==> src/rtl/bwt_pkg.sv <==
package bwt_pkg;
  typedef enum logic [1:0] {
    SRC_WP0  = 2'd0,
    SRC_WP1  = 2'd1,
    SRC_ANY  = 2'd2,
    SRC_NONE = 2'd3
  } src_sel_e;
endpackage

==> src/rtl/bwt_watchpoint.sv <==
module bwt_watchpoint #(
  parameter int AW = 32,
  parameter int TW = 4,
  parameter int CW = 4
) (
  input  logic          clk,
  input  logic          rst_n,
  input  logic          load,
  input  logic [AW-1:0] ld_addr,
  input  logic [AW-1:0] ld_amask,
  input  logic [TW-1:0] ld_type,
  input  logic [TW-1:0] ld_tmask,
  input  logic [CW-1:0] ld_count,
  input  logic          reload,
  input  logic          armed,
  input  logic          bus_valid,
  input  logic [AW-1:0] bus_addr,
  input  logic [TW-1:0] bus_type,
  output logic          hit
);
  logic [AW-1:0] ref_addr_q, amask_q;
  logic [TW-1:0] ref_type_q, tmask_q;
  logic [CW-1:0] thresh_q, cnt_q, cnt_d;
  logic          match, dec;

  assign match = bus_valid
               && (((bus_addr ^ ref_addr_q) & ~amask_q) == '0)
               && (((bus_type ^ ref_type_q) & ~tmask_q) == '0);
  assign hit = armed && match && (cnt_q == '0);
  assign dec = armed && match && (cnt_q != '0) && !load && !reload;

  always_comb begin
    cnt_d = cnt_q;
    if (load)        cnt_d = ld_count;
    else if (reload) cnt_d = thresh_q;
    else if (dec)    cnt_d = cnt_q - CW'(1);
  end

  always_ff @(posedge clk or negedge rst_n) begin
    if (!rst_n) begin
      ref_addr_q <= '0;
      amask_q    <= '0;
      ref_type_q <= '0;
      tmask_q    <= '0;
      thresh_q   <= '0;
    end else if (load) begin
      ref_addr_q <= ld_addr;
      amask_q    <= ld_amask;
      ref_type_q <= ld_type;
      tmask_q    <= ld_tmask;
      thresh_q   <= ld_count;
    end
  end

  always_ff @(posedge clk or negedge rst_n) begin
    if (!rst_n) cnt_q <= '0;
    else        cnt_q <= cnt_d;
  end

  AST_COUNT_STEP: assert property (@(posedge clk) disable iff (!rst_n)
    $past(dec) |-> (cnt_q == $past(cnt_q) - CW'(1)));
  AST_LOAD_TAKES: assert property (@(posedge clk) disable iff (!rst_n)
    $past(load) |-> (cnt_q == $past(ld_count)));
endmodule

==> src/rtl/bwt_snapshot.sv <==
module bwt_snapshot #(
  parameter int AW = 32,
  parameter int TW = 4,
  parameter int DW = 64,
  parameter int NW = 2
) (
  input  logic          clk,
  input  logic          rst_n,
  input  logic          cap,
  input  logic [AW-1:0] in_addr,
  input  logic [TW-1:0] in_type,
  input  logic [DW-1:0] in_data,
  input  logic [NW-1:0] in_hit,
  output logic [AW-1:0] snap_addr,
  output logic [TW-1:0] snap_type,
  output logic [DW-1:0] snap_data,
  output logic [NW-1:0] snap_hit
);
  always_ff @(posedge clk or negedge rst_n) begin
    if (!rst_n) begin
      snap_addr <= '0;
      snap_type <= '0;
      snap_data <= '0;
      snap_hit  <= '0;
    end else if (cap) begin
      snap_addr <= in_addr;
      snap_type <= in_type;
      snap_data <= in_data;
      snap_hit  <= in_hit;
    end
  end
endmodule

==> src/rtl/bus_watch_trigger.sv <==
module bus_watch_trigger #(
  parameter int AW = 32,
  parameter int TW = 4,
  parameter int DW = 64,
  parameter int CW = 4
) (
  input  logic          clk,
  input  logic          rst_n,
  input  logic          cfg_we,
  input  logic          cfg_idx,
  input  logic [AW-1:0] cfg_addr,
  input  logic [AW-1:0] cfg_amask,
  input  logic [TW-1:0] cfg_type,
  input  logic [TW-1:0] cfg_tmask,
  input  logic [CW-1:0] cfg_count,
  input  logic [1:0]    sel,
  input  logic          rearm,
  input  logic          bus_valid,
  input  logic [AW-1:0] bus_addr,
  input  logic [TW-1:0] bus_type,
  input  logic [DW-1:0] bus_data,
  output logic          trig,
  output logic          armed,
  output logic [AW-1:0] snap_addr,
  output logic [TW-1:0] snap_type,
  output logic [DW-1:0] snap_data,
  output logic [1:0]    snap_hit
);
  import bwt_pkg::*;
  localparam int NWP = 2;

  logic [NWP-1:0] hits;
  logic           src_hit, fire, armed_d;

  for (genvar i = 0; i < NWP; i++) begin : g_wp
    bwt_watchpoint #(.AW(AW), .TW(TW), .CW(CW)) u_wp (
      .clk      (clk),
      .rst_n    (rst_n),
      .load     (cfg_we && (cfg_idx == 1'(i))),
      .ld_addr  (cfg_addr),
      .ld_amask (cfg_amask),
      .ld_type  (cfg_type),
      .ld_tmask (cfg_tmask),
      .ld_count (cfg_count),
      .reload   (rearm),
      .armed    (armed),
      .bus_valid(bus_valid),
      .bus_addr (bus_addr),
      .bus_type (bus_type),
      .hit      (hits[i])
    );
  end

  always_comb begin
    case (src_sel_e'(sel))
      SRC_WP0: src_hit = hits[0];
      SRC_WP1: src_hit = hits[1];
      SRC_ANY: src_hit = |hits;
      default: src_hit = 1'b0;
    endcase
  end

  assign fire = armed && !rearm && src_hit;

  always_comb begin
    armed_d = armed;
    if (rearm)     armed_d = 1'b1;
    else if (fire) armed_d = 1'b0;
  end

  always_ff @(posedge clk or negedge rst_n) begin
    if (!rst_n) begin
      armed <= 1'b0;
      trig  <= 1'b0;
    end else begin
      armed <= armed_d;
      trig  <= fire;
    end
  end

  bwt_snapshot #(.AW(AW), .TW(TW), .DW(DW), .NW(NWP)) u_snap (
    .clk      (clk),
    .rst_n    (rst_n),
    .cap      (fire),
    .in_addr  (bus_addr),
    .in_type  (bus_type),
    .in_data  (bus_data),
    .in_hit   (hits),
    .snap_addr(snap_addr),
    .snap_type(snap_type),
    .snap_data(snap_data),
    .snap_hit (snap_hit)
  );

  AST_TRIG_PULSE: assert property (@(posedge clk) disable iff (!rst_n)
    trig |=> !trig);
  AST_TRIG_FROM_ARMED: assert property (@(posedge clk) disable iff (!rst_n)
    trig |-> $past(armed));
  AST_TRIG_DISARMS: assert property (@(posedge clk) disable iff (!rst_n)
    trig |-> !armed);
  AST_SNAP_HOLD: assert property (@(posedge clk) disable iff (!rst_n)
    !trig |-> ($stable(snap_addr) && $stable(snap_type) && $stable(snap_data)));
  AST_REARM_WINS: assert property (@(posedge clk) disable iff (!rst_n)
    $past(rearm) |-> (armed && !trig));
  AST_NONE_SILENT: assert property (@(posedge clk) disable iff (!rst_n)
    ($past(sel) == 2'd3) |-> !trig);
  AST_HIT_ON_TRIG: assert property (@(posedge clk) disable iff (!rst_n)
    trig |-> (snap_hit != 2'b00));
endmodule

==> config.mk <==
export PLATFORM = sky130hd
export DESIGN_NAME = bus_watch_trigger
export DESIGN_NICKNAME = d
export VERILOG_FILES = /design/src/rtl/bwt_pkg.sv /design/src/rtl/bwt_watchpoint.sv /design/src/rtl/bwt_snapshot.sv /design/src/rtl/bus_watch_trigger.sv
export SDC_FILE = /design/constraint.sdc
export NUM_CORES = 1
export LEC_CHECK = 0
export BUFFER_PORTS_ARGS = -buffer_cell sky130_fd_sc_hd__buf_4
export CORE_MARGIN = 2
export CORE_UTILIZATION = 49
export DETAILED_ROUTE_END_ITERATION = 16
export MAX_ROUTING_LAYER = met4
export PLACE_DENSITY_LB_ADDON = 0.2
export SLEW_MARGIN = 20
export SYNTH_ARGS = -nofsm -noshare
export SYNTH_HDL_FRONTEND = slang
export SYNTH_SLANG_ARGS = --single-unit
export TNS_END_PERCENT = 5
==> constraint.sdc <==
create_clock -name clk -period 2.43 [get_ports clk]
set_input_delay 0.243 -clock clk [delete_from_list [all_inputs] [get_ports clk]]
set_output_delay 0.243 -clock clk [all_outputs]
set_load 0.01 [all_outputs]
### After elaboration in Yosys (flattened, before gate mapping)

Cells that the tools add are included.

| storage, ports and cells | value |
|---|---|
| input port bits | 184 |
| word-level logic and storage cells | 78 |
| output and inout bits | 104 |
| register bits | 264 |

| operators by class | value |
|---|---|
| add/sub/neg operators | 2 |
| reduce and logical (&&, ||, !) cells | 34 |
| eq/ne operators | 2 |
| bitwise operators | 13 |
| mux-type cells | 9 |

Operator list:

| cell | count |
|---|---|
| bitwise AND 32 bit | 2 |
| logical NOT 32 bit | 2 |
| inverter 32 bit | 2 |
| bitwise XOR 32 bit | 2 |
| two-way mux 4 bit | 6 |
| logical AND 1 bit | 18 |
| logical NOT 4 bit | 4 |
| bitwise AND 4 bit | 2 |
| inverter 4 bit | 2 |
| nonzero test 4 bit | 2 |
| subtractor 4 x 1 -> 4 bit (second input constant) | 2 |
| bitwise XOR 4 bit | 2 |
| nonzero test 3 bit | 2 |
| logical NOT 1 bit | 3 |
| case mux 1 bit (3 select lines) | 1 |
| == test 2 x 1 -> 1 bit (second input constant) | 1 |
| == test 2 bit (second input constant) | 1 |
| logical NOT 2 bit | 1 |
| two-way mux 1 bit | 2 |
| nonzero test 2 bit | 1 |
| OR reduction 2 bit | 1 |
| inverter 1 bit | 1 |

### Longest topological paths before layout

| depth | value |
|---|---|
| depth in word-level cells | 12 |
| mapped depth | 10 |

### Modules after synthesis

Synthesis repeated with hierarchy kept, for this count alone.

| unflattened totals | value |
|---|---|
| cells, all modules | 754 |
| area, all modules | 11374.7 um2 |

By module, submodules not included:

| module | area each (um2) | times used | seq. area each (um2) | cells each |
|---|---|---|---|---|
| bwt_watchpoint | 3572.2 | 2 | 2001.9 | 264 |
| bwt_snapshot | 4108.9 | 1 | 2552.4 | 215 |
| bus_watch_trigger | 121.4 | 1 | 50.0 | 11 |

### Least setup slack after synthesis

OpenSTA, ideal clock, no wires.

| timing path | value |
|---|---|
| path kind | reg-to-reg |
| start | register g_wp[0].u_wp.ref_addr_q[9] |
| end | register u_snap.snap_data[10] |
| clock period less this slack | 2.293 ns |
| arrival | 2.168 ns |
| library setup time | 0.125 ns |
| buffers on the path | 2 |
| stages on the path, launching flop included | 10 |
| required time | 2.305 ns |
| path slack | 0.137 ns |
| path through | dfrtp_1 xnor2_1 o22ai_1 or4_1 or2_4 nor2_2 a32o_2 buf_12 buf_12 mux2_4 |

| between the ends | value |
|---|---|
| cells in the longest elaborated chain, start to end | 10 |

RTL lines:

| what | line | source |
|---|---|---|
| start, declared | bwt_watchpoint.sv:21 | `logic [AW-1:0] ref_addr_q, amask_q;` |
| start signal, assigned | bwt_watchpoint.sv:47 | `ref_addr_q <= ld_addr;` |
| bitwise XOR 32 bit * | bwt_watchpoint.sv:27 | `&& (((bus_addr ^ ref_addr_q) & ~amask_q) == '0)` |
| bitwise AND 32 bit * | bwt_watchpoint.sv:27 |  |
| logical NOT 32 bit * | bwt_watchpoint.sv:27 |  |
| logical AND 1 bit * | bwt_watchpoint.sv:27 |  |
| logical AND 1 bit * | bwt_watchpoint.sv:28 | `&& (((bus_type ^ ref_type_q) & ~tmask_q) == '0);` |
| logical AND 1 bit * (2 in series) | bwt_watchpoint.sv:29 | `assign hit = armed && match && (cnt_q == '0);` |
| OR reduction 2 bit | bus_watch_trigger.sv:58 | `SRC_ANY: src_hit = \|hits;` |
| case mux 1 bit (3 select lines) * | bus_watch_trigger.sv:55 | `case (src_sel_e'(sel))` |
| logical AND 1 bit * | bus_watch_trigger.sv:63 | `assign fire = armed && !rearm && src_hit;` |
| end signal, assigned | bwt_snapshot.sv:28 | `snap_data <= in_data;` |
| end, declared | bwt_snapshot.sv:16 | `output logic [DW-1:0] snap_data,` |

Every way passes the cells marked *; elsewhere a longest branch is shown, timed or not.
A chain may end at the register's enable or synchronous reset.

### Worst setup path in the final report

| timing path | value |
|---|---|
| start | register g_wp[0].u_wp.ref_addr_q[19] |
| end | register u_snap.snap_data[41] |

Same word-level chain as after synthesis.

==> metrics.cfg <==
[outcome]
outcome=finished, violations left
failed_checks=negative setup slack

[timing]
max_slew_margin_pct=65.6
rsz0062_at_grt=true
hold_violations=0
post-route-period-util_pct=109
finalMaxSlewViolations=0
worst_pin_slew_ns=0.516
fin_setup_tns_ns=-18.66
worst_slack_ns=-0.228
whs_ns=0.0235
finalCriticalPeriod_ns=2.66
finClkSkew_ns=0.00939
fmax_mhz=376
setup-violations-final=100

[synth]
synthMuxAreaShare_pct=8.24
synth_adder_area_share_pct=0.312
synth_area_um2=12000
yosysUniqueCellTypes=48
yosysWarnings=0
synth_xor_area_share_pct=5.60
synth-seq-cells=264
synth_enable_flop_cells=0
ys.flop_type=dfrtp_1
synth_compound_area_share_pct=7.72
synth_simple_gate_area_share_pct=17.7
postSynthCellCount=1188
synth-async-reset-ratio_pct=100
synth_top_family_by_area=simple AND/OR/NAND/NOR gates
syn_nets=1375
yosysSeqAreaShare_pct=54.9
synth_area_per_cell_um2=10.1

[global_routing]
grt_util_met3_pct=4.11
grt_pass1_vias=10900
use_met2_pct=54.7
antenna_found_initial=1
grt_pass1_wl_mm=62.5
overflow=0
use_met1_pct=39.7
top_usage_layer=met2
track_usage_pct=31.8
grt_max_degree=80

[finish]
syn_to_final_growth_pct=50.5
diodes=0
drive_gt1_share_pct=32.5
layout.nets=1899
multi_input_area_um2=5040
instances_no_fill=2055
fillerInstances=1659
register_area_um2=6610

[placement]
dp.cells=1818
io_buffer_count=287
dpl.hpwl_mm=25.3
place.gp.congestion=0.933

[setup_path]
critPathMaxFanout=9
crit_path_end=u_snap.snap_data[41]$_DFFE_PN0P_
reg2reg_to=u_snap.snap_data[41]$_DFFE_PN0P_
critPathMaxStageDelay_ns=0.55
r2r_cells=9
crit_type=reg2reg
r2r_slack_ns=-0.23
path_cells=xnor2_2, o22ai_2, or4_4, or2_4, nor2_4, a32o_4, buf_12, buf_16, mux2_4
crit_path_end_kind=flop
arrival_ns=3.09
startpoint=g_wp[0].u_wp.ref_addr_q[19]$_DFFE_PN0P_
critPathRequiredTime_ns=2.87
critPathLaunchType=flop
worstReg2RegStart=g_wp[0].u_wp.ref_addr_q[19]$_DFFE_PN0P_
crit_slowest_cell=or4_4

[cts]
cts_buffers=28
path_clk_slew_ns=0.07
cts_root_buf=clkbuf_16
clock-sinks=264
cts_buffer_depth=3
cts_tree=built
worstSkewPairLatency_ns=0.55
htree_levels=1

[min_path]
holdCritPathClass=in2reg

[die]
die_w_um=161
die_area_um2=25800
design.core.area_um2=24200
ioPinCount=288
rows=57
die_y_um=161
start_util_pct=49.6

[detailed_routing]
vias_per_cell=5.13
antenna_left=0
drt-initial-drc-count=712
vias=10500
drt_first_pass_iters=5
wl_per_cell_um=19.5
wl_mm=40.1
route.detailed.drc=0

[run]
max_cap_viol_count=0

[pwr]
power_density_nw_per_um2=633
ir_drop_mv=0.564
p_leak_nw=9.23
power_w=0.0115

-- how the worst min path moves through the flow --
| stage | startpoint | end | slack (ns) | depth (start not counted) |
|---|---|---|---|---|
| 2_1_floorplan | rst_n | armed$_DFFE_PN0P_ | -0.05 | 0 |
| 3_3_place_gp | rst_n | u_snap.snap_data[32]$_DFFE_PN0P_ | 0.19 | 1 |
| 3_5_place_dp | rst_n | u_snap.snap_data[35]$_DFFE_PN0P_ | 0.19 | 1 |
| 4_1_cts | bus_addr[11] | u_snap.snap_addr[11]$_DFFE_PN0P_ | 0.002 | 3 |
| 5_1_grt | bus_addr[11] | u_snap.snap_addr[11]$_DFFE_PN0P_ | 0.03 | 3 |
| 6_report | bus_addr[11] | u_snap.snap_addr[11]$_DFFE_PN0P_ | 0.02 | 3 |
-- sequential cells by signal, indices dropped and copies added (netlist names) --
| signal | cells |
|---|---|
| u_snap.snap_addr | 32 |
| g_wp.u_wp.amask_q | 64 |
| trig | 1 |
| u_snap.snap_type | 4 |
| armed | 1 |
| g_wp.u_wp.ref_addr_q | 64 |
| g_wp.u_wp.ref_type_q | 8 |
| u_snap.snap_hit | 2 |
| g_wp.u_wp.tmask_q | 8 |
| u_snap.snap_data | 64 |
| g_wp.u_wp.cnt_q | 8 |
| g_wp.u_wp.thresh_q | 8 |
-- worst max-delay path: cells and delay by family, from the launching register on --
family | cells | cell delay (ns)
multiplexers | 1 | 0.31
buffers and inverters | 2 | 0.32
AND/OR/NAND/NOR | 3 | 0.93
XOR/XNOR | 1 | 0.23
AO/OA/AOI/OAI | 2 | 0.33
flip-flops | 1 | 0.41
-- cell type report --
type	count	area share, %
sequential	264	36.5
multi-input combinational	797	27.8
timing repair buffer	545	26.7
clock buffer	41	4.75
tap	324	2.24
inverter	76	1.57
clock inverter	8	0.511
-- stage by stage --
| step | util [%] | area, um2 | worst slack (ns) |
|---|---|---|---|
| after floorplan | - | 12000 | 0.137 |
| after global routing | 74.7 | 18100 | -0.276 |
| after CTS | 74.1 | 18000 | -0.185 |
| final | 74.7 | 18100 | -0.228 |
| after global placement | 61.6 | 14900 | -0.263 |
| after detailed placement | 61.6 | 14900 | -0.270 |
-- Yosys cell counts (4+ instances only) --
cell type	count	share of area, %
buf_12	11	1.8
o21ai_0	12	0.50
nor4_1	15	0.78
nor2b_1	4	0.21
mux2_4	61	7.6
o22ai_1	56	2.9
a21oi_1	6	0.25
nor2_1	15	0.47
nor3_1	5	0.21
nand2_1	468	15
and2_1	4	0.21
inv_1	76	2.4
o22ai_2	30	3.1
mux2_2	5	0.47
xnor2_1	75	5.5
dfrtp_1	264	55
clkbuf_1	34	1.1
-- kinds of logic after synthesis --
family          Yosys count
simple gates            532
flops                   264
buf+inv                 127
compound gates          117
xor+xnor                 77
mux                      68
fa+ha+maj                 3
-- layer usage --
layer | wire length, um | vias to the layer above
met1 | 16300 | 5154
met5 | 0 | -
li1 | - | 4903
met3 | 2290 | 83
met2 | 20200 | 403
met4 | 1250 | 0
-- where the power goes --
part | leakage [nW] | switching (W) | total [W] | internal, W
sequential | 3.24 | 0.000279 | 0.00502 | 0.00474
combinational | 5.52 | 0.000997 | 0.00201 | 0.00102
clock | 0.474 | 0.00180 | 0.00444 | 0.00264
total | 9.23 | 0.00307 | 0.0115 | 0.00840
-- cells in the final DEF (no fill, tap or decap), types with 3 or more instances in the layout --
cell type	n
nor4_2	3
nor2b_1	3
clkinv_2	5
o22ai_1	49
xnor2_1	59
nor4_1	12
buf_16	6
o22ai_2	37
o211ai_1	3
buf_6	3
dlygate4sd3_1	170
a31oi_1	3
nor3_1	5
xnor2_2	16
clkbuf_8	9
buf_4	351
a21oi_1	5
mux2_4	64
ha_1	3
dfrtp_1	264
nand2_1	466
clkbuf_16	30
nor2_1	14
buf_12	12
clkbuf_1	3
o21ai_0	12
inv_1	76
-- what timing repair did --
item / 4_1_cts / 5_1_grt
gates resized for setup: 33 / 19
endpoints found under the hold margin: 296 / 0
setup endpoints to repair: 104 / 108
pin swaps: 11 / 15
setup buffers: 12 / 3
gates cloned: 4 / 1
hold buffers: 170 / 0
No activity file was read; power rests on OpenSTA's default activity.
